[config.mk]
export PLATFORM = sky130hd
export DESIGN_NAME = chan_rst_ctrl
export DESIGN_NICKNAME = d
export VERILOG_FILES = /design/src/rtl/chan_rst_pkg.sv /design/src/rtl/chan_rst_regs.sv /design/src/rtl/chan_rst_stretch.sv /design/src/rtl/chan_rst_sync.sv /design/src/rtl/chan_rst_ctrl.sv
export SDC_FILE = /design/constraint.sdc
export NUM_CORES = 1
export LEC_CHECK = 0
export CORE_MARGIN = 2
export CORE_UTILIZATION = 35
export CTS_BUF_LIST = sky130_fd_sc_hd__clkbuf_8
export DETAILED_ROUTE_END_ITERATION = 6
export MAX_ROUTING_LAYER = met4
export PLACE_DENSITY = 0.82
export REMOVE_ABC_BUFFERS = 1
export SLEW_MARGIN = 20
export SYNTH_ARGS = -nofsm -noshare
export SYNTH_HDL_FRONTEND = slang
export SYNTH_HIERARCHICAL = 1
export SYNTH_SLANG_ARGS = --single-unit
[constraint.sdc]
create_clock -name clk_i -period 2.4 [get_ports clk_i]
set_clock_uncertainty 0.1 [all_clocks]
set_input_delay 0.48 -clock clk_i [delete_from_list [all_inputs] [get_ports clk_i]]
set_output_delay 0.48 -clock clk_i [all_outputs]
set_load 0.01 [all_outputs]
[src/rtl/chan_rst_pkg.sv]
package chan_rst_pkg;
  localparam int unsigned DW = 32;

  localparam int unsigned B_CSEL = 8;
  localparam int unsigned B_CDIS = 9;
  localparam int unsigned B_TSEL = 12;
  localparam int unsigned B_ACTE = 13;
  localparam int unsigned B_SOFT = 16;
  localparam int unsigned B_HARD = 17;
  localparam int unsigned B_STAT = 18;

  localparam logic [DW-1:0] WR_MASK = (DW'(1) << B_HARD) | (DW'(1) << B_SOFT)
                                    | (DW'(1) << B_ACTE) | (DW'(1) << B_TSEL)
                                    | (DW'(1) << B_CDIS) | (DW'(1) << B_CSEL)
                                    | DW'(8'hFF);

  // limit = 2^(6+fast+long) - 1
  function automatic logic [7:0] to_limit(logic fast, logic long_sel);
    logic [8:0] v;
    v = (9'd1 << (4'd6 + {3'd0, fast} + {3'd0, long_sel})) - 9'd1;
    return v[7:0];
  endfunction
endpackage

[src/rtl/chan_rst_regs.sv]
module chan_rst_regs
  import chan_rst_pkg::*;
(
  input  logic          clk_i,
  input  logic          rst_ni,
  input  logic          we_i,
  input  logic [DW-1:0] wdata_i,
  output logic [DW-1:0] ctrl_o
);
  logic [DW-1:0] ctrl_q;

  always_ff @(posedge clk_i or negedge rst_ni) begin
    if (!rst_ni)   ctrl_q <= '0;
    else if (we_i) ctrl_q <= wdata_i & WR_MASK;
  end

  assign ctrl_o = ctrl_q;

  a_r2_write_masked: assert property (@(posedge clk_i) disable iff (!rst_ni)
    we_i |=> ctrl_o == ($past(wdata_i) & WR_MASK));
  a_r2_hold_no_write: assert property (@(posedge clk_i) disable iff (!rst_ni)
    !we_i |=> $stable(ctrl_o));
endmodule

[src/rtl/chan_rst_stretch.sv]
module chan_rst_stretch #(
  parameter int unsigned HOLD_TICKS = 256,
  localparam int unsigned CW = $clog2(HOLD_TICKS + 1)
) (
  input  logic clk_i,
  input  logic rst_ni,
  input  logic hold_i,
  input  logic tick_i,
  output logic busy_o
);
  logic [CW-1:0] cnt_q;

  always_ff @(posedge clk_i or negedge rst_ni) begin
    if (!rst_ni)                         cnt_q <= '0;
    else if (hold_i)                     cnt_q <= CW'(HOLD_TICKS);
    else if (tick_i && cnt_q != '0)      cnt_q <= cnt_q - CW'(1);
  end

  assign busy_o = (cnt_q != '0);

  a_r6_reload: assert property (@(posedge clk_i) disable iff (!rst_ni)
    hold_i |=> cnt_q == CW'(HOLD_TICKS));
  a_r5_bounded: assert property (@(posedge clk_i) disable iff (!rst_ni)
    cnt_q <= CW'(HOLD_TICKS));
  a_r5_no_tick_stable: assert property (@(posedge clk_i) disable iff (!rst_ni)
    (!hold_i && !tick_i) |=> $stable(cnt_q));
  a_r5_step_one: assert property (@(posedge clk_i) disable iff (!rst_ni)
    (!hold_i && tick_i && busy_o) |=> cnt_q == $past(cnt_q) - CW'(1));
endmodule

[src/rtl/chan_rst_sync.sv]
module chan_rst_sync #(
  parameter int unsigned STAGES = 2
) (
  input  logic clk_i,
  input  logic rst_ni,
  input  logic d_i,
  output logic q_o
);
  logic [STAGES-1:0] sh_q;

  generate
    for (genvar i = 0; i < STAGES; i++) begin : g_stage
      if (i == 0) begin : g_first
        always_ff @(posedge clk_i or negedge rst_ni)
          if (!rst_ni) sh_q[0] <= 1'b0;
          else         sh_q[0] <= d_i;
      end else begin : g_next
        always_ff @(posedge clk_i or negedge rst_ni)
          if (!rst_ni) sh_q[i] <= 1'b0;
          else         sh_q[i] <= sh_q[i-1];
      end
    end
  endgenerate

  assign q_o = sh_q[STAGES-1];
endmodule

[src/rtl/chan_rst_ctrl.sv]
module chan_rst_ctrl
  import chan_rst_pkg::*;
#(
  parameter int unsigned HOLD_TICKS  = 256,
  parameter int unsigned SYNC_STAGES = 2
) (
  input  logic          clk_i,
  input  logic          rst_ni,
  input  logic          tick_i,
  input  logic          reg_we_i,
  input  logic [DW-1:0] reg_wdata_i,
  output logic [DW-1:0] reg_rdata_o,
  output logic          mod_rst_no,
  output logic          chan_rst_no,
  output logic          clk_sel_o,
  output logic          clk_dis_o,
  output logic          act_cnt_en_o,
  output logic [7:0]    bus_to_limit_o
);
  logic [DW-1:0] ctrl;
  logic          busy;
  logic          host_rel_q;
  logic          pin_lvl;

  chan_rst_regs u_regs (
    .clk_i, .rst_ni, .we_i(reg_we_i), .wdata_i(reg_wdata_i), .ctrl_o(ctrl)
  );

  chan_rst_stretch #(.HOLD_TICKS(HOLD_TICKS)) u_stretch (
    .clk_i, .rst_ni, .hold_i(ctrl[B_HARD]), .tick_i, .busy_o(busy)
  );

  // release of host reset takes effect on the first edge after deassertion
  always_ff @(posedge clk_i or negedge rst_ni)
    if (!rst_ni) host_rel_q <= 1'b0;
    else         host_rel_q <= 1'b1;

  assign chan_rst_no = host_rel_q & ~ctrl[B_HARD] & ~busy;
  assign mod_rst_no  = chan_rst_no & ~ctrl[B_SOFT];

  chan_rst_sync #(.STAGES(SYNC_STAGES)) u_sync (
    .clk_i, .rst_ni, .d_i(mod_rst_no), .q_o(pin_lvl)
  );

  always_comb begin
    reg_rdata_o         = ctrl;
    reg_rdata_o[B_STAT] = ~pin_lvl;
  end

  assign clk_sel_o      = ctrl[B_CSEL];
  assign clk_dis_o      = ctrl[B_CDIS];
  assign act_cnt_en_o   = ctrl[B_ACTE];
  assign bus_to_limit_o = to_limit(ctrl[B_CSEL], ctrl[B_TSEL]);

  a_r4_hard_holds: assert property (@(posedge clk_i) disable iff (!rst_ni)
    ctrl[B_HARD] |-> (!mod_rst_no && !chan_rst_no));
  a_r7_soft_no_chan: assert property (@(posedge clk_i) disable iff (!rst_ni)
    (ctrl[B_SOFT] && !ctrl[B_HARD] && !busy && host_rel_q) |-> chan_rst_no);
  a_r5_release_after_hold: assert property (@(posedge clk_i) disable iff (!rst_ni)
    $rose(chan_rst_no) |-> !ctrl[B_HARD] && !busy);
  a_r8_status_lags: assert property (@(posedge clk_i) disable iff (!rst_ni)
    $rose(mod_rst_no) |=> reg_rdata_o[B_STAT]);
  a_r2_resv_zero: assert property (@(posedge clk_i) disable iff (!rst_ni)
    (reg_rdata_o & ~(WR_MASK | (DW'(1) << B_STAT))) == '0);
endmodule

==> impl_metrics.yaml <==
outcome:
  status: "complete, no violations"
clock_tree:
  holdBufCountCts: 0
  cts_tree: "done"
  cts.path.max_buffers: 2
  cts_buffers: 3
  cts.sinks: 26
  clkSlewWorstSetupHoldPaths_ns: 0.09
  cts-root-buf: "clkbuf_8"
  clk-insertion-delay-late_ns: 0.27
  cts_max_level: 1
global_route:
  grt_antenna_before_repair: 0
  grt-ovfl-total: 0
  grt_pass1_wl_mm: 3.94
  grt_pass1_vias: 868
  grt_max_degree: 27
  grt.total_usage_pct: 12.0
power_and_ir_drop:
  power_density_nw_per_um2: 794
  peakVddDrop_uv: 469
  finalPower_mw: 1.50
  leakage_nw: 0.846
route:
  antenna_left: 0
  dr.pass1.iters: 4
  drc: 0
  routed_wirelength_mm: 2.46
  vias_per_cell: 4.35
  post_drt_wl_per_cell_um: 11.4
  route.vias.total: 945
  first_iter_violations: 25
setup_path:
  cp-start-kind: "flip-flop"
  crit_arrival_ns: 1.69
  critPathBufInv: 2
  crit_required_ns: 1.82
  slowest_delay_ns: 0.42
  cpMaxStageDelayCell: "dfrtp_1"
  path_cells: "nor4_4 -> nand4b_1 -> buf_4 -> nor3b_2 -> buf_2"
  critPathCaptureType: "primary output"
  crit_path_max_fanout: 2
  crit_family: "simple AND/OR/NAND/NOR gates"
  critPathKind: "flip-flop to primary output"
final_layout:
  areaGrowthSynthToFinish_pct: 37.4
  layout-drive-gt1-share_pct: 25.4
  num-fill-cells: 329
  nNetsFinal: 210
  finalCoreUtilization_pct: 51.0
  insertedDiodeCount: 0
sta:
  setup_viol: 0
  slew_viol_final: 0
  final.hold.worst_slack_ns: 0.257
  period_minus_slack_ns: 2.27
  period_share_pct: 94.7
  rsz0062_at_grt: "false"
  hold_viol: 0
  fmax_mhz: 440
floorplanning:
  initial_core_util_pct: 37.1
  fp-row-count: 22
  dieArea_sq_um: 4460
  coreArea_sq_um: 3720
  die_w_um: 66.8
  io_pins: 81
  die_y_um: 66.8
place:
  gp_congestion: 0.780
  port_buffers: 39
  place_hpwl_mm: 1.82
worst_hold_path:
  hold_class: "flip-flop to flip-flop"
synthesis:
  synth_cells: 119
  yosysWarnings: 6
  synthesis.area_sq_um: 1380
  syn_area_per_cell_sq_um: 11.6
flow_run:
  max_cap_violations: 0
==> through the flow <==
step	instance area, sq um	worst slack (ns)	setup TNS, ns	cells
2_1_floorplan	1260	0.385	0	113
3_3_place_gp	1800	-0.0262	-0.0316	211
3_5_place_dp	1800	-0.0163	-0.0163	211
4_1_cts	1880	0.00357	0	215
5_1_grt	1890	0.0160	0	217
6_report	1890	0.127	0	217
==> power breakdown <==
group          internal (mW)  total [mW]  switching [mW]
registers              0.508       0.569          0.0605
clock network          0.223       0.360           0.137
logic                  0.308       0.576           0.268
total                   1.04        1.50           0.465
==> cell type report <==
cell class              instances  area, sq um  share of cell area (%)
flip-flops and latches         26          651                    34.3
clock inverters                 1         30.0                    1.59
repair buffers                 52          478                    25.2
well taps                      48         60.1                    3.17
clock buffers                   3         41.3                    2.18
multi-input cells              80          608                    32.1
inverters                       7         26.3                    1.39
==> worst paths after layout <==
check | from | to | slack [ns] | cells past startpoint
max | u_stretch/cnt_q[6]$_DFFE_PN0P_ | chan_rst_no | 0.13 | 5
min | u_sync/sh_q[0]$_DFF_PN0_ | u_sync/q_o$_DFF_PN0_ | 0.26 | 0
max reg2reg | u_stretch/cnt_q[3]$_DFFE_PN0P_ | u_stretch/cnt_q[5]$_DFFE_PN0P_ | 0.43 | 6
min in group asynchronous | rst_ni | u_stretch/cnt_q[0]$_DFFE_PN0P_ | 0.46 | 2
max in group asynchronous | rst_ni | u_regs/ctrl_o[12]$_DFFE_PN0P_ | 1.49 | 2
min reg2reg | u_sync/sh_q[0]$_DFF_PN0_ | u_sync/q_o$_DFF_PN0_ | 0.26 | 0
==> registers in the layout (all words and copies together) (netlist names) <==
signal / flops
host_rel_q: 1
u_regs/ctrl_o: 14
u_stretch/cnt_q: 9
u_sync/q_o: 1
u_sync/sh_q: 1
==> repair_timing <==
action / in CTS / in global routing
resized for setup: 5 / 5
buffers inserted: 0 / 2
setup endpoints to repair: 2 / 2
pin swaps: 1 / 3
==> layer usage <==
| metal | track usage [%] | part of all wire, % | vias to the layer above |
|---|---|---|---|
| li1 | - | - | 454 |
| met2 | 19.8 | 51 | 36 |
| met3 | 2.36 | 5.8 | 4 |
| met5 | - | 0 | - |
| met4 | 3.57 | 0.81 | 0 |
| met1 | 15.0 | 42 | 451 |
==> layout by cell type (no fill, tap or decap), drive strengths merged, types with 2 or more instances in the layout <==
master	count
dfrtp	26
buf	14
a31o	2
inv	7
xnor2	2
nor4b	2
xor2	2
o31ai	3
nor2	8
a21oi	5
clkbuf	4
nand2	3
nand4b	2
ha	4
nand2b	2
mux2	14
conb	23
clkdlybuf4s50	37
Power figures use the tool's default switching activity.
